$ cat config.mk
export PLATFORM = sky130hd
export DESIGN_NAME = csu_top
export DESIGN_NICKNAME = d
export VERILOG_FILES = /design/src/rtl/csu_pkg.sv /design/src/rtl/csu_datapath.sv /design/src/rtl/csu_ctrl.sv /design/src/rtl/csu_top.sv
export SDC_FILE = /design/constraint.sdc
export NUM_CORES = 1
export LEC_CHECK = 0
export CORE_AREA = 2 2 98 90
export CTS_BUF_LIST = sky130_fd_sc_hd__clkbuf_8 sky130_fd_sc_hd__clkbuf_16
export DETAILED_ROUTE_END_ITERATION = 10
export DIE_AREA = 0 0 100 92
export DONT_BUFFER_PORTS = 1
export PLACE_DENSITY = 0.8
export SYNTH_ARGS = -nofsm -noshare
export SYNTH_HDL_FRONTEND = slang
export SYNTH_SLANG_ARGS = --single-unit
$ cat constraint.sdc
create_clock -name clk -period 7.4 [get_ports clk]
set_input_delay 1.11 -clock clk [delete_from_list [all_inputs] [get_ports clk]]
set_output_delay 1.11 -clock clk [all_outputs]
set_load 0.02 [all_outputs]
$ cat src/rtl/csu_pkg.sv
package csu_pkg;
  parameter int ADDR_W   = 24;
  parameter int DATA_W   = 16;
  parameter int NUM_CS   = 2;
  parameter int WAIT_W   = 3;
  parameter int MASK_W   = 11;
  parameter int BLK_BITS = 12;

  localparam int GRAN_BITS = ADDR_W - MASK_W;   // 8 KB select granularity
  localparam int BLK_TAG_W = ADDR_W - BLK_BITS;
  localparam int EN_BIT    = DATA_W - 1;
  localparam int WAIT_LSB  = MASK_W;

  localparam logic [ADDR_W-1:0]   BAR_ADDR  = ADDR_W'(24'h0000F2);
  localparam logic [ADDR_W-1:0]   SCR_ADDR  = ADDR_W'(24'h0000F4);
  localparam logic [BLK_BITS-1:0] CSREG_OFS = BLK_BITS'(12'h100);
  localparam logic [WAIT_W-1:0]   BOOT_WAIT = WAIT_W'(6);

  localparam logic [DATA_W-1:0] BASE0_RST = DATA_W'(1) << EN_BIT;
  localparam logic [DATA_W-1:0] OPT_RST   =
    (DATA_W'(BOOT_WAIT) << WAIT_LSB) | DATA_W'((1 << MASK_W) - 1);

  typedef struct packed {
    logic regWrite;
  } ctrlStrobes_t;

  typedef struct packed {
    logic [NUM_CS-1:0] extSel;
    logic              intSel;
    logic              regHit;
    logic              anyHit;
    logic [WAIT_W-1:0] waitCnt;
  } decode_t;
endpackage

$ cat src/rtl/csu_datapath.sv
module csu_datapath
  import csu_pkg::*;
(
  input  logic              clk,
  input  logic              rst,
  input  logic [ADDR_W-1:0] addr,
  input  logic [DATA_W-1:0] wrData,
  input  ctrlStrobes_t      strb,
  output decode_t           dec,
  output logic [DATA_W-1:0] rdData
);
  logic [DATA_W-1:0] barQ, scrQ;
  logic              barValid;
  logic [DATA_W-1:0] baseQ [NUM_CS];
  logic [DATA_W-1:0] optQ  [NUM_CS];

  logic                fixedBar, fixedScr, fixedHit, blockHit;
  logic [BLK_BITS-1:0] offset;
  logic [NUM_CS-1:0]   rawMatch, baseHit, optHit;

  assign fixedBar = (addr == BAR_ADDR);
  assign fixedScr = (addr == SCR_ADDR);
  assign fixedHit = fixedBar || fixedScr;
  assign offset   = addr[BLK_BITS-1:0];
  // fixed registers win over the relocatable window
  assign blockHit = barValid && !fixedHit &&
                    (addr[ADDR_W-1:BLK_BITS] == barQ[BLK_TAG_W-1:0]);

  for (genvar g = 0; g < NUM_CS; g++) begin : gSel
    localparam logic [BLK_BITS-1:0] BaseOfs = CSREG_OFS + BLK_BITS'(4 * g);
    localparam logic [BLK_BITS-1:0] OptOfs  = BaseOfs + BLK_BITS'(2);
    assign baseHit[g]  = blockHit && (offset == BaseOfs);
    assign optHit[g]   = blockHit && (offset == OptOfs);
    assign rawMatch[g] = baseQ[g][EN_BIT] &&
      (((addr[ADDR_W-1:GRAN_BITS] ^ baseQ[g][MASK_W-1:0]) &
        optQ[g][MASK_W-1:0]) == '0);
  end

  // lowest-numbered matching select wins; internal hits suppress all
  always_comb begin
    dec.extSel  = '0;
    dec.waitCnt = '0;
    if (!fixedHit && !blockHit) begin
      for (int i = NUM_CS - 1; i >= 0; i--) begin
        if (rawMatch[i]) begin
          dec.extSel  = NUM_CS'(1) << i;
          dec.waitCnt = optQ[i][WAIT_LSB +: WAIT_W];
        end
      end
    end
    dec.intSel = blockHit;
    dec.regHit = fixedHit || blockHit;
    dec.anyHit = fixedHit || blockHit || (|rawMatch);
  end

  always_ff @(posedge clk) begin
    if (rst) begin
      barQ     <= '0;
      scrQ     <= '0;
      barValid <= 1'b0;
      for (int i = 0; i < NUM_CS; i++) begin
        baseQ[i] <= (i == 0) ? BASE0_RST : '0;
        optQ[i]  <= OPT_RST;
      end
    end else if (strb.regWrite) begin
      if (fixedBar) begin
        barQ     <= wrData;
        barValid <= 1'b1;
      end
      if (fixedScr) scrQ <= wrData;
      for (int i = 0; i < NUM_CS; i++) begin
        if (baseHit[i]) baseQ[i] <= wrData;
        if (optHit[i])  optQ[i]  <= wrData;
      end
    end
  end

  always_comb begin
    rdData = '0;
    if (fixedBar) rdData = barQ;
    if (fixedScr) rdData = scrQ;
    for (int i = 0; i < NUM_CS; i++) begin
      if (baseHit[i]) rdData = baseQ[i];
      if (optHit[i])  rdData = optQ[i];
    end
  end
endmodule

$ cat src/rtl/csu_ctrl.sv
module csu_ctrl
  import csu_pkg::*;
(
  input  logic              clk,
  input  logic              rst,
  input  logic              asN,
  input  logic              rdWrN,
  input  decode_t           dec,
  output ctrlStrobes_t      strb,
  output logic [NUM_CS-1:0] csN,
  output logic              intSelN,
  output logic              dtackN
);
  localparam logic [WAIT_W-1:0] CntMax = '1;

  logic              inCycle;
  logic [WAIT_W-1:0] cnt;

  // one register write per bus cycle, on its first sampled edge
  always_comb strb.regWrite = !asN && !inCycle && !rdWrN && dec.regHit;

  always_ff @(posedge clk) begin
    if (rst || asN) begin
      inCycle <= 1'b0;
      cnt     <= '0;
      csN     <= '1;
      intSelN <= 1'b1;
      dtackN  <= 1'b1;
    end else begin
      inCycle <= 1'b1;
      csN     <= ~dec.extSel;
      intSelN <= ~dec.intSel;
      if (cnt != CntMax) cnt <= cnt + 1'b1;
      dtackN  <= ~(dec.anyHit && (cnt >= dec.waitCnt));
    end
  end
endmodule

$ cat src/rtl/csu_top.sv
module csu_top
  import csu_pkg::*;
(
  input  logic              clk,
  input  logic              rst,
  input  logic [ADDR_W-1:0] addr,
  input  logic              asN,
  input  logic              rdWrN,
  input  logic [DATA_W-1:0] wrData,
  output logic [DATA_W-1:0] rdData,
  output logic [NUM_CS-1:0] csN,
  output logic              intSelN,
  output logic              dtackN
);
  ctrlStrobes_t strb;
  decode_t      dec;

  csu_datapath u_dp (
    .clk(clk), .rst(rst), .addr(addr), .wrData(wrData),
    .strb(strb), .dec(dec), .rdData(rdData)
  );

  csu_ctrl u_ctrl (
    .clk(clk), .rst(rst), .asN(asN), .rdWrN(rdWrN), .dec(dec),
    .strb(strb), .csN(csN), .intSelN(intSelN), .dtackN(dtackN)
  );
endmodule

After elaboration in Yosys (flattened, before gate mapping)
Memory sizes are Yosys's and may differ from the RTL's. Cells that the tools add are included.

Multiplexer cells: 35. Bitwise operators: 11. Add/sub/neg operators: 1. Equal/unequal tests: 8. Reductions and logical operators: 27. Order comparisons: 1.

Operator list (number): 16-bit 2-to-1 mux (10); 12-bit by 9-bit equality test with 1-bit output (second input constant) (4); 24-bit by 8-bit equality test with 1-bit output (second input constant) (2); 11-bit AND (2); 11-bit logical NOT (2); 11-bit bitwise XOR (2); 1-bit 2-to-1 mux (19); 1-bit logical AND (13); 12-bit equality test (1); 3-bit 2-to-1 mux (3); 2-bit 2-to-1 mux (3); 1-bit logical NOT (5); 1-bit logical OR (4); 1-bit bitwise OR (4); 2-bit AND reduction (2); 3-bit by 1-bit adder with 3-bit output (second input constant) (1); 3-bit >= comparator (1); 3-bit inequality test (second input constant) (1); 1-bit inverter (2); 2-bit inverter (1); 2-bit OR reduction (1).

Memories: 2. Output and inout bits: 20. Register bits: 41. Bits in writable memories: 64.

Memory list: u_dp.baseQ (words 2, bits a word 16, read ports 2, clocked after Yosys merged registers in 0, wr ports 2, RTL line csu_datapath.sv:14) `logic [DATA_W-1:0] baseQ [NUM_CS];`; u_dp.optQ (words 2, bits a word 16, read ports 2, clocked after Yosys merged registers in 0, wr ports 2, RTL line csu_datapath.sv:15) `logic [DATA_W-1:0] optQ [NUM_CS];`.

Logic depth before layout (Yosys ltp)
Depth after elaboration: 11. Depth in mapped cells: 13.

By module
Synthesis repeated with hierarchy kept, for this count alone.

Cell total of the unflattened synthesis: 459. Area total of the unflattened synthesis: 5275.1 µm².

Modules (own cells, without submodules): csu_datapath (sequential area each 2582.5 µm², cells each 427, times used 1, area each 4946.0 µm²); csu_ctrl (sequential area each 160.2 µm², cells each 32, times used 1, area each 329.1 µm²).

Least setup slack after synthesis
No wires, ideal clock.

Kind: input to output. Start: in addr[1]. End: out rdData[10]. Buffers on the path: 3. Required time: 6.290 ns. Slack: 3.368 ns. Data arrival time: 2.922 ns. Cell stages on the path: 8. Cells stage by stage: clkbuf_1 nor2b_1 buf_2 buf_1 a22oi_1 o31ai_1 o21ai_0 a221oi_1.

Longest elaborated chain between the ends: 10.

RTL lines: start: declaration (RTL line csu_top.sv:6) `input logic [ADDR_W-1:0] addr,`; 24-bit by 8-bit equality test with 1-bit output (on tied branches) (RTL line csu_datapath.sv:21, csu_datapath.sv:22); 1-bit logical OR (RTL line csu_datapath.sv:23) `assign fixedHit = fixedBar || fixedScr;`; 1-bit logical NOT (RTL line csu_datapath.sv:26) `assign blockHit = barValid && !fixedHit &&`; 1-bit logical AND (2 in series) (RTL line csu_datapath.sv:26); 1-bit logical AND (RTL line csu_datapath.sv:32) `assign baseHit[g] = blockHit && (offset == BaseOfs);`; 16-bit 2-to-1 mux (RTL line csu_datapath.sv:83) `if (baseHit[i]) rdData = baseQ[i];`; 16-bit 2-to-1 mux (RTL line csu_datapath.sv:84) `if (optHit[i]) rdData = optQ[i];`; 16-bit 2-to-1 mux (RTL line csu_datapath.sv:83); 16-bit 2-to-1 mux (*) (RTL line csu_datapath.sv:84); end: declaration (RTL line csu_top.sv:10) `output logic [DATA_W-1:0] rdData,`.

Mark *: on every way between the ends. The rest lies on a longest branch, timed or not.

Worst setup path in the final report
Start: in addr[12]. End: out rdData[6].

The elaborated chain is that of the path after synthesis.

==> results.toml <==
[worst_hold_path]
hp-class = "flop to flop"

[place]
dp_cells = 581
dp_hpwl_mm = 9.38
finalWeightedCongestion = 0.959
dp_slack_ns = 2.98
io_buffers = 0

[logic_synthesis]
syn_area_per_cell_um2 = 10.9
synth_cell_types = 45
ys_seq_area_frac = 0.497
synthCells = 507
ys_seq_elements = 105
yosysTopAreaCellShare = 0.348
synth_area_um2 = 5520
synthTopCellsByArea = "edfxtp_1 35%, dfxtp_1 15%, mux2i_1 9.1%"
synth_nets = 556
yosys_warnings = 0
synth_area_leader_cell = "edfxtp_1"

[cts]
clock-sinks = 105
numCtsBuffers = 9
htree_levels = 3
clock_latency_ns = 0.39
ctsResizeCount = 0
clock_tree.root_cell = "clkbuf_8"
cts_max_path_buffers = 2
clkTransAtPathRegs_ns = 0.12
cts_tree = "built"
post_cts_buffers = 0
cts_hold_buf = 0

[flow_run]
drv_cap = 0

[grt]
grt_pass1_wl_mm = 22.7
first_global_vias = 4252
overflow = 0
grt_use_total = 0.331
antenna_found_initial = 0
grt_max_degree = 55

[floorplan]
start_util = 0.662
core_um2 = 8330
die_x_um = 100
fp.dieH_um = 92
num_io_pins = 64
dieArea_um2 = 9200
rows = 32

[power_and_ir_drop]
powerDensity_nw_per_um2 = 183
p_leak_nw = 1.76
ir_worst_vdd_mv = 0.141

[outcome]
status = "completed"

[timing]
fin_tns_setup_ns = 0
fmax_ghz = 0.222
grt_setup_unrepaired = "false"
hold_violations = 0
setup_ws_ns = 2.89
timing.final.crit_share = 0.609
slew_headroom = 0.227
fin_skew_ns = 0.0192
min_period_ns = 4.51
hold_slack_ns = 0.505
setup_violations = 0
drv_slew = 0
worst_pin_slew_ns = 1.15

[detailed_routing]
avgRoutedWirePerCell_um = 24.4
via_per_inst = 7.02
drt_first_pass_iters = 5
drcViolationCount = 0
wirelength_mm = 14.6
vias = 4188
ant_nets = 0
first_iter_violations = 383

[cells_and_area]
filler_cell_count = 629
area_growth_syn_to_layout_pct = 4.47
utilization = 0.692
nNetsFinal = 539
final_cells = 597
drive_above_1_share = 0.0747
num_antenna_cells = 0

[setup_path]
r2r_slack_ns = 3.88
cp.required_ns = 6.29
worstSetupEndpointType = "output pin"
worstSetupPathType = "input pin to output pin"
path_max_fanout = 12
startpoint_type = "input pin"
crit_arrival_ns = 3.40
## worst max-delay path, cell delays in order
cell	delay [ns]
xnor2_1	0.19
nand4_1	0.16
nor4_2	0.73
buf_4	0.34
a21oi_1	0.09
a221oi_1	0.77
## path summary, 6_finish.rpt
path | start | cells past startpoint | end
worst max-delay path | addr[12] | 6 | rdData[6]
worst min-delay path | u_dp.barValid$_SDFFE_PP0P_ | 2 | u_dp.barValid$_SDFFE_PP0P_
worst max register to register | u_dp.barQ[10]$_SDFFE_PP0P_ | 5 | u_dp.optQ[0][23]$_DFFE_PP_
worst min register to register | u_dp.barValid$_SDFFE_PP0P_ | 2 | u_dp.barValid$_SDFFE_PP0P_
## cell usage after synthesis
master / count
and4b_1: 2
or2b_1: 3
nor4_4: 3
nor3_1: 24
a21oi_1: 17
nand2b_1: 13
clkbuf_2: 1
nand4_1: 5
a32o_1: 1
nor3_4: 1
a31o_1: 1
xor2_1: 23
a32oi_1: 2
a22oi_1: 26
dfxtp_1: 41
clkinv_1: 1
ha_1: 5
buf_6: 3
nor4b_2: 1
or4_4: 1
buf_4: 2
a21boi_0: 2
o31ai_1: 16
nand2_1: 5
or3_1: 17
xnor2_1: 12
nor4_1: 6
mux2i_1: 50
nor2b_1: 18
nor4_2: 1
clkbuf_1: 24
o21ai_0: 16
or2_2: 1
and2_1: 19
nand3_1: 4
inv_1: 3
nor2_1: 43
a221oi_1: 16
edfxtp_1: 64
nand4b_1: 3
buf_2: 4
o41ai_1: 1
a21o_1: 1
buf_1: 2
a31o_2: 3
## power breakdown
group | switching (mW) | total, mW | leakage (nW) | internal (mW)
clock | 0.232 | 0.369 | 0.107 | 0.138
combinational | 0.0303 | 0.0513 | 0.759 | 0.0209
sequential | 0.00516 | 0.631 | 0.896 | 0.626
total | 0.267 | 1.05 | 1.76 | 0.784
## layout by cell type, fill, tap and decap left out, drive strengths merged, types with 5 or more instances in the layout
master / Yosys / layout
a21oi: 17 / 17
a221oi: 16 / 16
a22oi: 26 / 26
and2: 19 / 19
buf: 11 / 8
clkbuf: 25 / 9
clkinv: 1 / 6
dfxtp: 41 / 41
edfxtp: 64 / 64
ha: 5 / 5
inv: 3 / 5
mux2i: 50 / 50
nand2: 5 / 5
nand2b: 13 / 13
nand4: 5 / 5
nor2: 43 / 43
nor2b: 18 / 18
nor3: 25 / 25
nor4: 10 / 10
o21ai: 16 / 16
o31ai: 16 / 16
or3: 17 / 17
xnor2: 12 / 12
xor2: 23 / 23
## kinds of logic after synthesis
group,Yosys count,synth area share
fa+ha+maj,5,0.0113
xor+xnor,35,0.0556
simple gates,170,0.182
flops,105,0.497
mux,50,0.0907
compound gates,102,0.130
buf+inv,40,0.0338
## state kept, by name (all words and copies together) (netlist names)
name            cells
u_dp.optQ          32
u_dp.barValid       1
u_dp.barQ          16
u_ctrl.inCycle      1
u_ctrl.cnt          3
u_ctrl.csN          2
u_ctrl.intSelN      1
u_dp.scrQ          16
u_dp.baseQ         32
u_ctrl.dtackN       1
## per-stage QoR
| step | power [mW] | area, µm² |
|---|---|---|
| finish | 1.05 | 5760 |
| CTS | 1.05 | 5760 |
| global route | 1.08 | 5760 |
| floorplan | 0.686 | 5520 |
| detailed placement | 0.694 | 5540 |
| global placement | 0.693 | 5540 |
## cell type report
class,instances,area [µm²],share of cell area
sequential,105,2740,0.476
tap,102,128,0.0221
clock inverter,7,93.8,0.0163
clock buffer,9,124,0.0215
multi-input combinational,362,2600,0.451
inverter,4,15.0,0.00261
timing repair buffer,8,60.1,0.0104
## per-layer routing
layer	track usage	vias to the layer above	share of wire
met5	0	-	0
met4	0.116	0	0.028
met3	0.101	49	0.10
met2	0.547	251	0.48
met1	0.413	2017	0.39
li1	-	1871	-
Power figures use the tool's default switching activity.
